$ cat src/rtl/smt_sched_pkg.sv
package smt_sched_pkg;
  localparam int unsigned DEF_THREADS = 8;
  localparam int unsigned DEF_AREGS   = 16;
  localparam int unsigned DEF_DEPTH   = 4;
  localparam int unsigned DEF_WB_LAT  = 3;
  localparam int unsigned DEF_TAG_W   = 8;
endpackage

$ cat src/rtl/isq_thread_fifo.sv
module isq_thread_fifo #(
  parameter int unsigned WIDTH = 20,
  parameter int unsigned DEPTH = 4
) (
  input  logic             clk,
  input  logic             rst_n,
  input  logic             push,
  input  logic [WIDTH-1:0] wr_data,
  input  logic             pop,
  output logic [WIDTH-1:0] rd_data,
  output logic             not_empty,
  output logic             has_room
);
  localparam int unsigned PTR_W = (DEPTH > 1) ? $clog2(DEPTH) : 1;
  localparam int unsigned CNT_W = $clog2(DEPTH + 1);

  logic [WIDTH-1:0] slot [DEPTH];
  logic [PTR_W-1:0] wr_q, wr_d, rd_q, rd_d;
  logic [CNT_W-1:0] cnt_q, cnt_d;
  logic             push_ok, pop_ok;

  function automatic logic [PTR_W-1:0] bump(input logic [PTR_W-1:0] p);
    return (p == PTR_W'(DEPTH - 1)) ? '0 : p + PTR_W'(1);
  endfunction

  assign has_room  = (cnt_q != CNT_W'(DEPTH));
  assign not_empty = (cnt_q != '0);
  assign push_ok   = push && has_room;
  assign pop_ok    = pop && not_empty;
  assign rd_data   = slot[rd_q];

  always_comb begin
    wr_d  = push_ok ? bump(wr_q) : wr_q;
    rd_d  = pop_ok  ? bump(rd_q) : rd_q;
    cnt_d = cnt_q;
    if (push_ok && !pop_ok) cnt_d = cnt_q + CNT_W'(1);
    if (pop_ok && !push_ok) cnt_d = cnt_q - CNT_W'(1);
  end

  always_ff @(posedge clk or negedge rst_n) begin
    if (!rst_n) begin
      wr_q  <= '0;
      rd_q  <= '0;
      cnt_q <= '0;
    end else begin
      wr_q  <= wr_d;
      rd_q  <= rd_d;
      cnt_q <= cnt_d;
    end
  end

  always_ff @(posedge clk) begin
    if (push_ok) slot[wr_q] <= wr_data;
  end
endmodule

$ cat src/rtl/isq_ready_board.sv
module isq_ready_board #(
  parameter int unsigned NPREG  = 128,
  parameter int unsigned PREG_W = 7,
  parameter int unsigned WB_LAT = 3
) (
  input  logic              clk,
  input  logic              rst_n,
  input  logic              clr_en,
  input  logic [PREG_W-1:0] clr_idx,
  input  logic              res_v,
  input  logic [PREG_W-1:0] res_idx,
  output logic [NPREG-1:0]  rdy,
  output logic              wb_valid,
  output logic [PREG_W-1:0] wb_idx
);
  logic [NPREG-1:0]  rdy_q, rdy_d;
  logic [WB_LAT-1:0] pv_q, pv_d;
  logic [PREG_W-1:0] pi_q [WB_LAT];
  logic [PREG_W-1:0] pi_d [WB_LAT];

  assign rdy      = rdy_q;
  assign wb_valid = pv_q[WB_LAT-1];
  assign wb_idx   = pi_q[WB_LAT-1];

  always_comb begin
    pv_d[0] = res_v;
    pi_d[0] = res_idx;
    for (int s = 1; s < int'(WB_LAT); s++) begin
      pv_d[s] = pv_q[s-1];
      pi_d[s] = pi_q[s-1];
    end
  end

  always_comb begin
    rdy_d = rdy_q;
    if (wb_valid) rdy_d[wb_idx] = 1'b1;
    if (clr_en)   rdy_d[clr_idx] = 1'b0;
  end

  always_ff @(posedge clk or negedge rst_n) begin
    if (!rst_n) begin
      rdy_q <= '1;
      pv_q  <= '0;
      for (int s = 0; s < int'(WB_LAT); s++) pi_q[s] <= '0;
    end else begin
      rdy_q <= rdy_d;
      pv_q  <= pv_d;
      for (int s = 0; s < int'(WB_LAT); s++) pi_q[s] <= pi_d[s];
    end
  end
endmodule

$ cat src/rtl/isq_rr_pick.sv
module isq_rr_pick #(
  parameter int unsigned N     = 8,
  parameter int unsigned IDX_W = 3
) (
  input  logic             clk,
  input  logic             rst_n,
  input  logic [N-1:0]     req,
  output logic             gnt_v,
  output logic [IDX_W-1:0] gnt_idx
);
  logic [IDX_W-1:0] ptr_q, ptr_d;

  always_comb begin
    logic [IDX_W-1:0] cand;
    gnt_v   = 1'b0;
    gnt_idx = ptr_q;
    for (int k = 0; k < int'(N); k++) begin
      cand = ptr_q + IDX_W'(k);
      if (!gnt_v && req[cand]) begin
        gnt_v   = 1'b1;
        gnt_idx = cand;
      end
    end
    ptr_d = gnt_v ? gnt_idx + IDX_W'(1) : ptr_q;
  end

  always_ff @(posedge clk or negedge rst_n) begin
    if (!rst_n) ptr_q <= '0;
    else        ptr_q <= ptr_d;
  end
endmodule

$ cat src/rtl/smt_inorder_sched.sv
module smt_inorder_sched
  import smt_sched_pkg::*;
#(
  parameter int unsigned NTHR   = DEF_THREADS,
  parameter int unsigned NAREG  = DEF_AREGS,
  parameter int unsigned DEPTH  = DEF_DEPTH,
  parameter int unsigned WB_LAT = DEF_WB_LAT,
  parameter int unsigned TAG_W  = DEF_TAG_W
) (
  input  logic                                  clk,
  input  logic                                  rst_n,
  input  logic                                  in_valid,
  input  logic [$clog2(NTHR)-1:0]               in_tid,
  input  logic [$clog2(NAREG)-1:0]              in_src1,
  input  logic [$clog2(NAREG)-1:0]              in_src2,
  input  logic [$clog2(NAREG)-1:0]              in_dst,
  input  logic [TAG_W-1:0]                      in_tag,
  output logic [NTHR-1:0]                       in_ready,
  output logic                                  iss_valid,
  output logic [$clog2(NTHR)-1:0]               iss_tid,
  output logic [TAG_W-1:0]                      iss_tag,
  output logic [$clog2(NTHR)+$clog2(NAREG)-1:0] iss_psrc1,
  output logic [$clog2(NTHR)+$clog2(NAREG)-1:0] iss_psrc2,
  output logic [$clog2(NTHR)+$clog2(NAREG)-1:0] iss_pdst,
  output logic                                  iss_byp1,
  output logic                                  iss_byp2,
  output logic                                  wb_valid,
  output logic [$clog2(NTHR)+$clog2(NAREG)-1:0] wb_pdst
);
  localparam int unsigned TID_W  = $clog2(NTHR);
  localparam int unsigned AREG_W = $clog2(NAREG);
  localparam int unsigned PREG_W = TID_W + AREG_W;
  localparam int unsigned NPREG  = NTHR * NAREG;
  localparam int unsigned ENT_W  = 3 * AREG_W + TAG_W;

  logic [NPREG-1:0]  rdy;
  logic              wb_v;
  logic [PREG_W-1:0] wb_i;

  logic [NTHR-1:0]   push, pop, head_v, elig;
  logic [ENT_W-1:0]  head_ent [NTHR];
  logic [PREG_W-1:0] h_ps1 [NTHR];
  logic [PREG_W-1:0] h_ps2 [NTHR];
  logic [PREG_W-1:0] h_pd  [NTHR];
  logic [TAG_W-1:0]  h_tag [NTHR];
  logic [NTHR-1:0]   h_b1, h_b2;

  logic              gnt_v;
  logic [TID_W-1:0]  gnt_idx;

  logic              v_q, v_d;
  logic [TID_W-1:0]  tid_q, tid_d;
  logic [TAG_W-1:0]  tag_q, tag_d;
  logic [PREG_W-1:0] ps1_q, ps1_d, ps2_q, ps2_d, pd_q, pd_d;
  logic              b1_q, b1_d, b2_q, b2_d;

  function automatic logic usable(input logic [NPREG-1:0] r, input logic wv,
                                  input logic [PREG_W-1:0] wi,
                                  input logic [PREG_W-1:0] p);
    return r[p] || (wv && (wi == p));
  endfunction

  for (genvar t = 0; t < int'(NTHR); t++) begin : g_thr
    localparam logic [TID_W-1:0] TV = TID_W'(t);

    assign push[t]     = in_valid && (in_tid == TV) && in_ready[t];
    assign pop[t]      = gnt_v && (gnt_idx == TV);

    isq_thread_fifo #(.WIDTH(ENT_W), .DEPTH(DEPTH)) u_fifo (
      .clk      (clk),
      .rst_n    (rst_n),
      .push     (push[t]),
      .wr_data  ({in_tag, in_dst, in_src2, in_src1}),
      .pop      (pop[t]),
      .rd_data  (head_ent[t]),
      .not_empty(head_v[t]),
      .has_room (in_ready[t])
    );

    assign h_ps1[t] = {TV, head_ent[t][AREG_W-1:0]};
    assign h_ps2[t] = {TV, head_ent[t][2*AREG_W-1:AREG_W]};
    assign h_pd[t]  = {TV, head_ent[t][3*AREG_W-1:2*AREG_W]};
    assign h_tag[t] = head_ent[t][ENT_W-1:3*AREG_W];

    assign h_b1[t]  = !rdy[h_ps1[t]] && wb_v && (wb_i == h_ps1[t]);
    assign h_b2[t]  = !rdy[h_ps2[t]] && wb_v && (wb_i == h_ps2[t]);

    assign elig[t]  = head_v[t]
                   && usable(rdy, wb_v, wb_i, h_ps1[t])
                   && usable(rdy, wb_v, wb_i, h_ps2[t])
                   && usable(rdy, wb_v, wb_i, h_pd[t]);
  end

  isq_rr_pick #(.N(NTHR), .IDX_W(TID_W)) u_pick (
    .clk    (clk),
    .rst_n  (rst_n),
    .req    (elig),
    .gnt_v  (gnt_v),
    .gnt_idx(gnt_idx)
  );

  isq_ready_board #(.NPREG(NPREG), .PREG_W(PREG_W), .WB_LAT(WB_LAT)) u_board (
    .clk     (clk),
    .rst_n   (rst_n),
    .clr_en  (gnt_v),
    .clr_idx (h_pd[gnt_idx]),
    .res_v   (v_q),
    .res_idx (pd_q),
    .rdy     (rdy),
    .wb_valid(wb_v),
    .wb_idx  (wb_i)
  );

  always_comb begin
    v_d   = gnt_v;
    tid_d = gnt_idx;
    tag_d = h_tag[gnt_idx];
    ps1_d = h_ps1[gnt_idx];
    ps2_d = h_ps2[gnt_idx];
    pd_d  = h_pd[gnt_idx];
    b1_d  = gnt_v && h_b1[gnt_idx];
    b2_d  = gnt_v && h_b2[gnt_idx];
  end

  always_ff @(posedge clk or negedge rst_n) begin
    if (!rst_n) begin
      v_q   <= 1'b0;
      tid_q <= '0;
      tag_q <= '0;
      ps1_q <= '0;
      ps2_q <= '0;
      pd_q  <= '0;
      b1_q  <= 1'b0;
      b2_q  <= 1'b0;
    end else begin
      v_q <= v_d;
      b1_q <= b1_d;
      b2_q <= b2_d;
      if (gnt_v) begin
        tid_q <= tid_d;
        tag_q <= tag_d;
        ps1_q <= ps1_d;
        ps2_q <= ps2_d;
        pd_q  <= pd_d;
      end
    end
  end

  assign iss_valid = v_q;
  assign iss_tid   = tid_q;
  assign iss_tag   = tag_q;
  assign iss_psrc1 = ps1_q;
  assign iss_psrc2 = ps2_q;
  assign iss_pdst  = pd_q;
  assign iss_byp1  = b1_q;
  assign iss_byp2  = b2_q;
  assign wb_valid  = wb_v;
  assign wb_pdst   = wb_i;
endmodule

$ cat config.mk
export PLATFORM = sky130hd
export DESIGN_NAME = smt_inorder_sched
export DESIGN_NICKNAME = d
export VERILOG_FILES = /design/src/rtl/smt_sched_pkg.sv /design/src/rtl/isq_thread_fifo.sv /design/src/rtl/isq_ready_board.sv /design/src/rtl/isq_rr_pick.sv /design/src/rtl/smt_inorder_sched.sv
export SDC_FILE = /design/constraint.sdc
export NUM_CORES = 1
export LEC_CHECK = 0
export BUFFER_PORTS_ARGS = -buffer_cell sky130_fd_sc_hd__clkbuf_2
export CAP_MARGIN = 20
export CORE_ASPECT_RATIO = 0.8
export CORE_MARGIN = 2
export CORE_UTILIZATION = 56
export DETAILED_ROUTE_END_ITERATION = 7
export PLACE_DENSITY = 0.76
export SLEW_MARGIN = 20
export SYNTH_ARGS = -nofsm -noshare
export SYNTH_HDL_FRONTEND = slang
export SYNTH_SLANG_ARGS = --single-unit
$ cat constraint.sdc
create_clock -name clk -period 7.4 [get_ports clk]
set_input_delay 2.22 -clock clk [delete_from_list [all_inputs] [get_ports clk]]
set_output_delay 2.22 -clock clk [all_outputs]
set_load 0.02 [all_outputs]
==> impl_metrics.toml <==
[outcome]
status = "finished clean"

[floorplanning]
fp.coreArea_mm2 = 0.07405
die_h_um = 249.1
io_pins = 77
dieArea_mm2 = 0.07730
fp.dieW_um = 310.3
start_util_pct = 56.77
rows = 89

[detailed_routing]
postRouteAntennaNets = 0
drt-total-wl_um = 119000
vias = 26295
post_drt_wl_per_cell_um = 30.78
drc = 0
vias_per_cell = 6.798
first_iter_violations = 3633
firstDrtPassIters = 6

[clock_tree]
clockBufferDepth = 3
clk_latency_ns = 0.70
cts_setup_buffers = 0
clkSinkCount = 877
cts_max_level = 3
cts_resized = 0
path_clk_slew_ns = 0.06
root_buffer = "clkbuf_16"
cts_tree = "done"
ctsHoldBuffers = 0
cts_made_buffers = 87

[power_and_ir_drop]
ir_drop_v = 0.0002050
power.density_mw_per_mm2 = 236.3
leakage_uw = 0.01624

[final_layout]
nets = 2879
final_common_cell = "edfxtp_1"
postLayoutCoreUtil_pct = 62.37
nFillCells = 5281
syn_to_final_growth_pct = 9.854
layout_common_cells = "edfxtp_1, mux2i_1, mux4_2, a21oi_1, a31oi_1"
fin_cells = 3868
drive_gt1_share_pct = 24.76

[global_routing]
grt_pass1_wl_um = 174700
grt-ovfl-total = 0
grt_pass1_vias = 26134
grt_max_degree = 152
grtUsageMet3_pct = 10.08
grt_use_met1_pct = 45.32
track_usage_pct = 31.14
use_met2_pct = 44.74
antenna_found_initial = 4
grt_busiest_layer = "met1"

[critical_path]
cp-end-kind = "register"
crit_type = "register to register"
reg2reg_slack_ns = 0.44
crit_fanout = 24
required_ns = 7.98
arrival_ns = 7.54
cp-start-kind = "register"

[synthesis]
yosys.cell_types.count = 90
syn_avg_cell_area_um2 = 15.21
async_flop_share_pct = 27.02
syn-cell-area_mm2 = 0.04204
synthFlopType = "edfxtp_1"
synth_cells = 2764
ys_warn_count = 0
synthTopCellsByArea = "edfxtp_1, mux4_2, mux2i_1"
ys_ff_latch = 877
synth_edf_count = 640
yosysTopAreaCellShare_pct = 45.71
yosysTopAreaCell = "edfxtp_1"
syn_nets = 2854
ys_seq_area_share_pct = 60.20

[timing]
period_share_pct = 94.03
slew-limit-headroom_pct = 20.42
period_minus_slack_ns = 6.958
grt_setup_unrepaired = "false"
tightest_slew_ns = 1.194
max_freq_ghz = 0.1437
hold_violations = 0
finalSetupViolCount = 0
tns_ns = 0
maxSlewViolCount = 0
fin_skew_ns = 0.04641

[place]
post-dp-hpwl_um = 80290
gp_congestion = 0.9404
io_buffers = 76
placedCellCount = 3697

[hold_path]
hold_path.class = "register to register"

[job]
drv_cap = 0
==> cells by family after synthesis <==
family                   count (synthesis)  synth area share, %
AND/OR/NAND/NOR                        403                5.702
multiplexers                           586                19.72
adder cells (fa/ha/maj)                 64                2.048
buffers and inverters                  274                3.298
XOR/XNOR                               124                2.628
flip-flops                             877                60.20
AO/OA/AOI/OAI                          436                6.402
==> final timing paths <==
path / cells after the start / to / startpoint
max: 18 / u_board.rdy[15]$_DFF_PN1_ / g_thr[1].u_fifo.rd_q[0]$_DFFE_PN0P_
min: 0 / u_board.pi_d[1]$_DFF_PN0_ / u_board.pi_d[8]$_DFF_PN0_
max reg2reg: 18 / u_board.rdy[15]$_DFF_PN1_ / g_thr[1].u_fifo.rd_q[0]$_DFFE_PN0P_
min reg2reg: 0 / u_board.pi_d[1]$_DFF_PN0_ / u_board.pi_d[8]$_DFF_PN0_
max in group asynchronous: 2 / g_thr[0].u_fifo.rd_q[1]$_DFFE_PN0P_ / rst_n
min in group asynchronous: 1 / iss_psrc2[3]$_DFFE_PN0N_ / rst_n
==> flip-flops by register name, indices dropped and copies added (netlist names), 3 cells and up <==
name	flops
iss_tid	3
u_board.pi_d	14
g_thr.u_fifo.slot	640
u_board.wb_idx	7
iss_psrc1	4
u_pick.ptr_q	3
g_thr.u_fifo.rd_q	16
iss_pdst	4
g_thr.u_fifo.cnt_q	24
iss_psrc2	4
iss_tag	8
u_board.rdy	128
g_thr.u_fifo.wr_q	16
u_board.pv_q	3
==> area by class of cell <==
| type | count | area (um2) | area share (%) |
|---|---|---|---|
| Antenna cell | 3 | 7.507 | 0.01625 |
| Clock inverter | 54 | 605.6 | 1.311 |
| Inverter | 68 | 257.7 | 0.5581 |
| Multi-Input combinational cell | 1613 | 15430 | 33.41 |
| Clock buffer | 110 | 2305 | 4.990 |
| Tap cell | 1001 | 1252 | 2.712 |
| Sequential cell | 877 | 25310 | 54.81 |
| Timing Repair Buffer | 142 | 1011 | 2.189 |
==> per-layer routing <==
layer  routed length [um]  vias to the layer above
met5                   27                        -
met3                15570                      278
met2                52170                     1694
li1                     -                    10799
met1                47130                    13520
met4                 4157                        4
==> synthesized netlist by cell type, types with 13 or more instances <==
master,count
nor3_1,46
o211ai_1,17
a21oi_1,161
nor2_1,82
mux2i_1,359
a31oi_1,142
or3_1,13
ha_1,56
dfrtp_1,109
and2_1,38
edfxtp_1,640
o21ai_0,40
nor3b_1,14
nand2_1,60
buf_2,72
mux2_2,28
buf_4,42
dfstp_2,128
xnor2_1,86
mux4_2,186
nor3_4,20
nand3_1,43
nand3b_1,13
inv_1,62
xor2_1,37
clkbuf_1,66
==> report_power, final <==
part | total [uW] | internal [uW] | switching [uW] | leakage, uW
logic | 786 | 240 | 547 | 0.00632
clock network | 4490 | 2490 | 2000 | 0.00138
registers | 5640 | 5500 | 132 | 0.00853
total | 10900 | 8230 | 2680 | 0.0162
==> per-stage QoR <==
| stage | worst slack, ns | hold slack, ns | cell area, um2 | power [uW] |
|---|---|---|---|---|
| 2_1_floorplan | 1.287 | 0.3312 | 42040 | 6152 |
| 3_3_place_gp | 0.3378 | 0.3315 | 43150 | 6410 |
| 3_5_place_dp | 0.5738 | 0.3347 | 43190 | 6497 |
| 4_1_cts | 0.5403 | 0.3330 | 46100 | 10950 |
| 5_1_grt | 0.06246 | 0.3418 | 46180 | 11220 |
| 6_report | 0.4419 | 0.3229 | 46180 | 10910 |
==> worst max-delay path, stage by stage (launching register included) <==
cell     delay (ns)
dfrtp_1        0.54
buf_4          0.41
mux4_2         0.66
xnor2_1        0.17
nand3_1        0.12
nor3_1         0.05
o21ai_0        0.74
nor3_1         0.24
mux2_2         0.35
mux4_2         0.59
nor4_2         0.41
nand3_2        0.22
o31a_4         0.19
xnor2_4        0.39
buf_4          0.39
mux2i_1        0.58
mux2_2         0.32
buf_4          0.31
a31oi_1        0.16
Note: power is estimated with default switching activity, not from simulation.
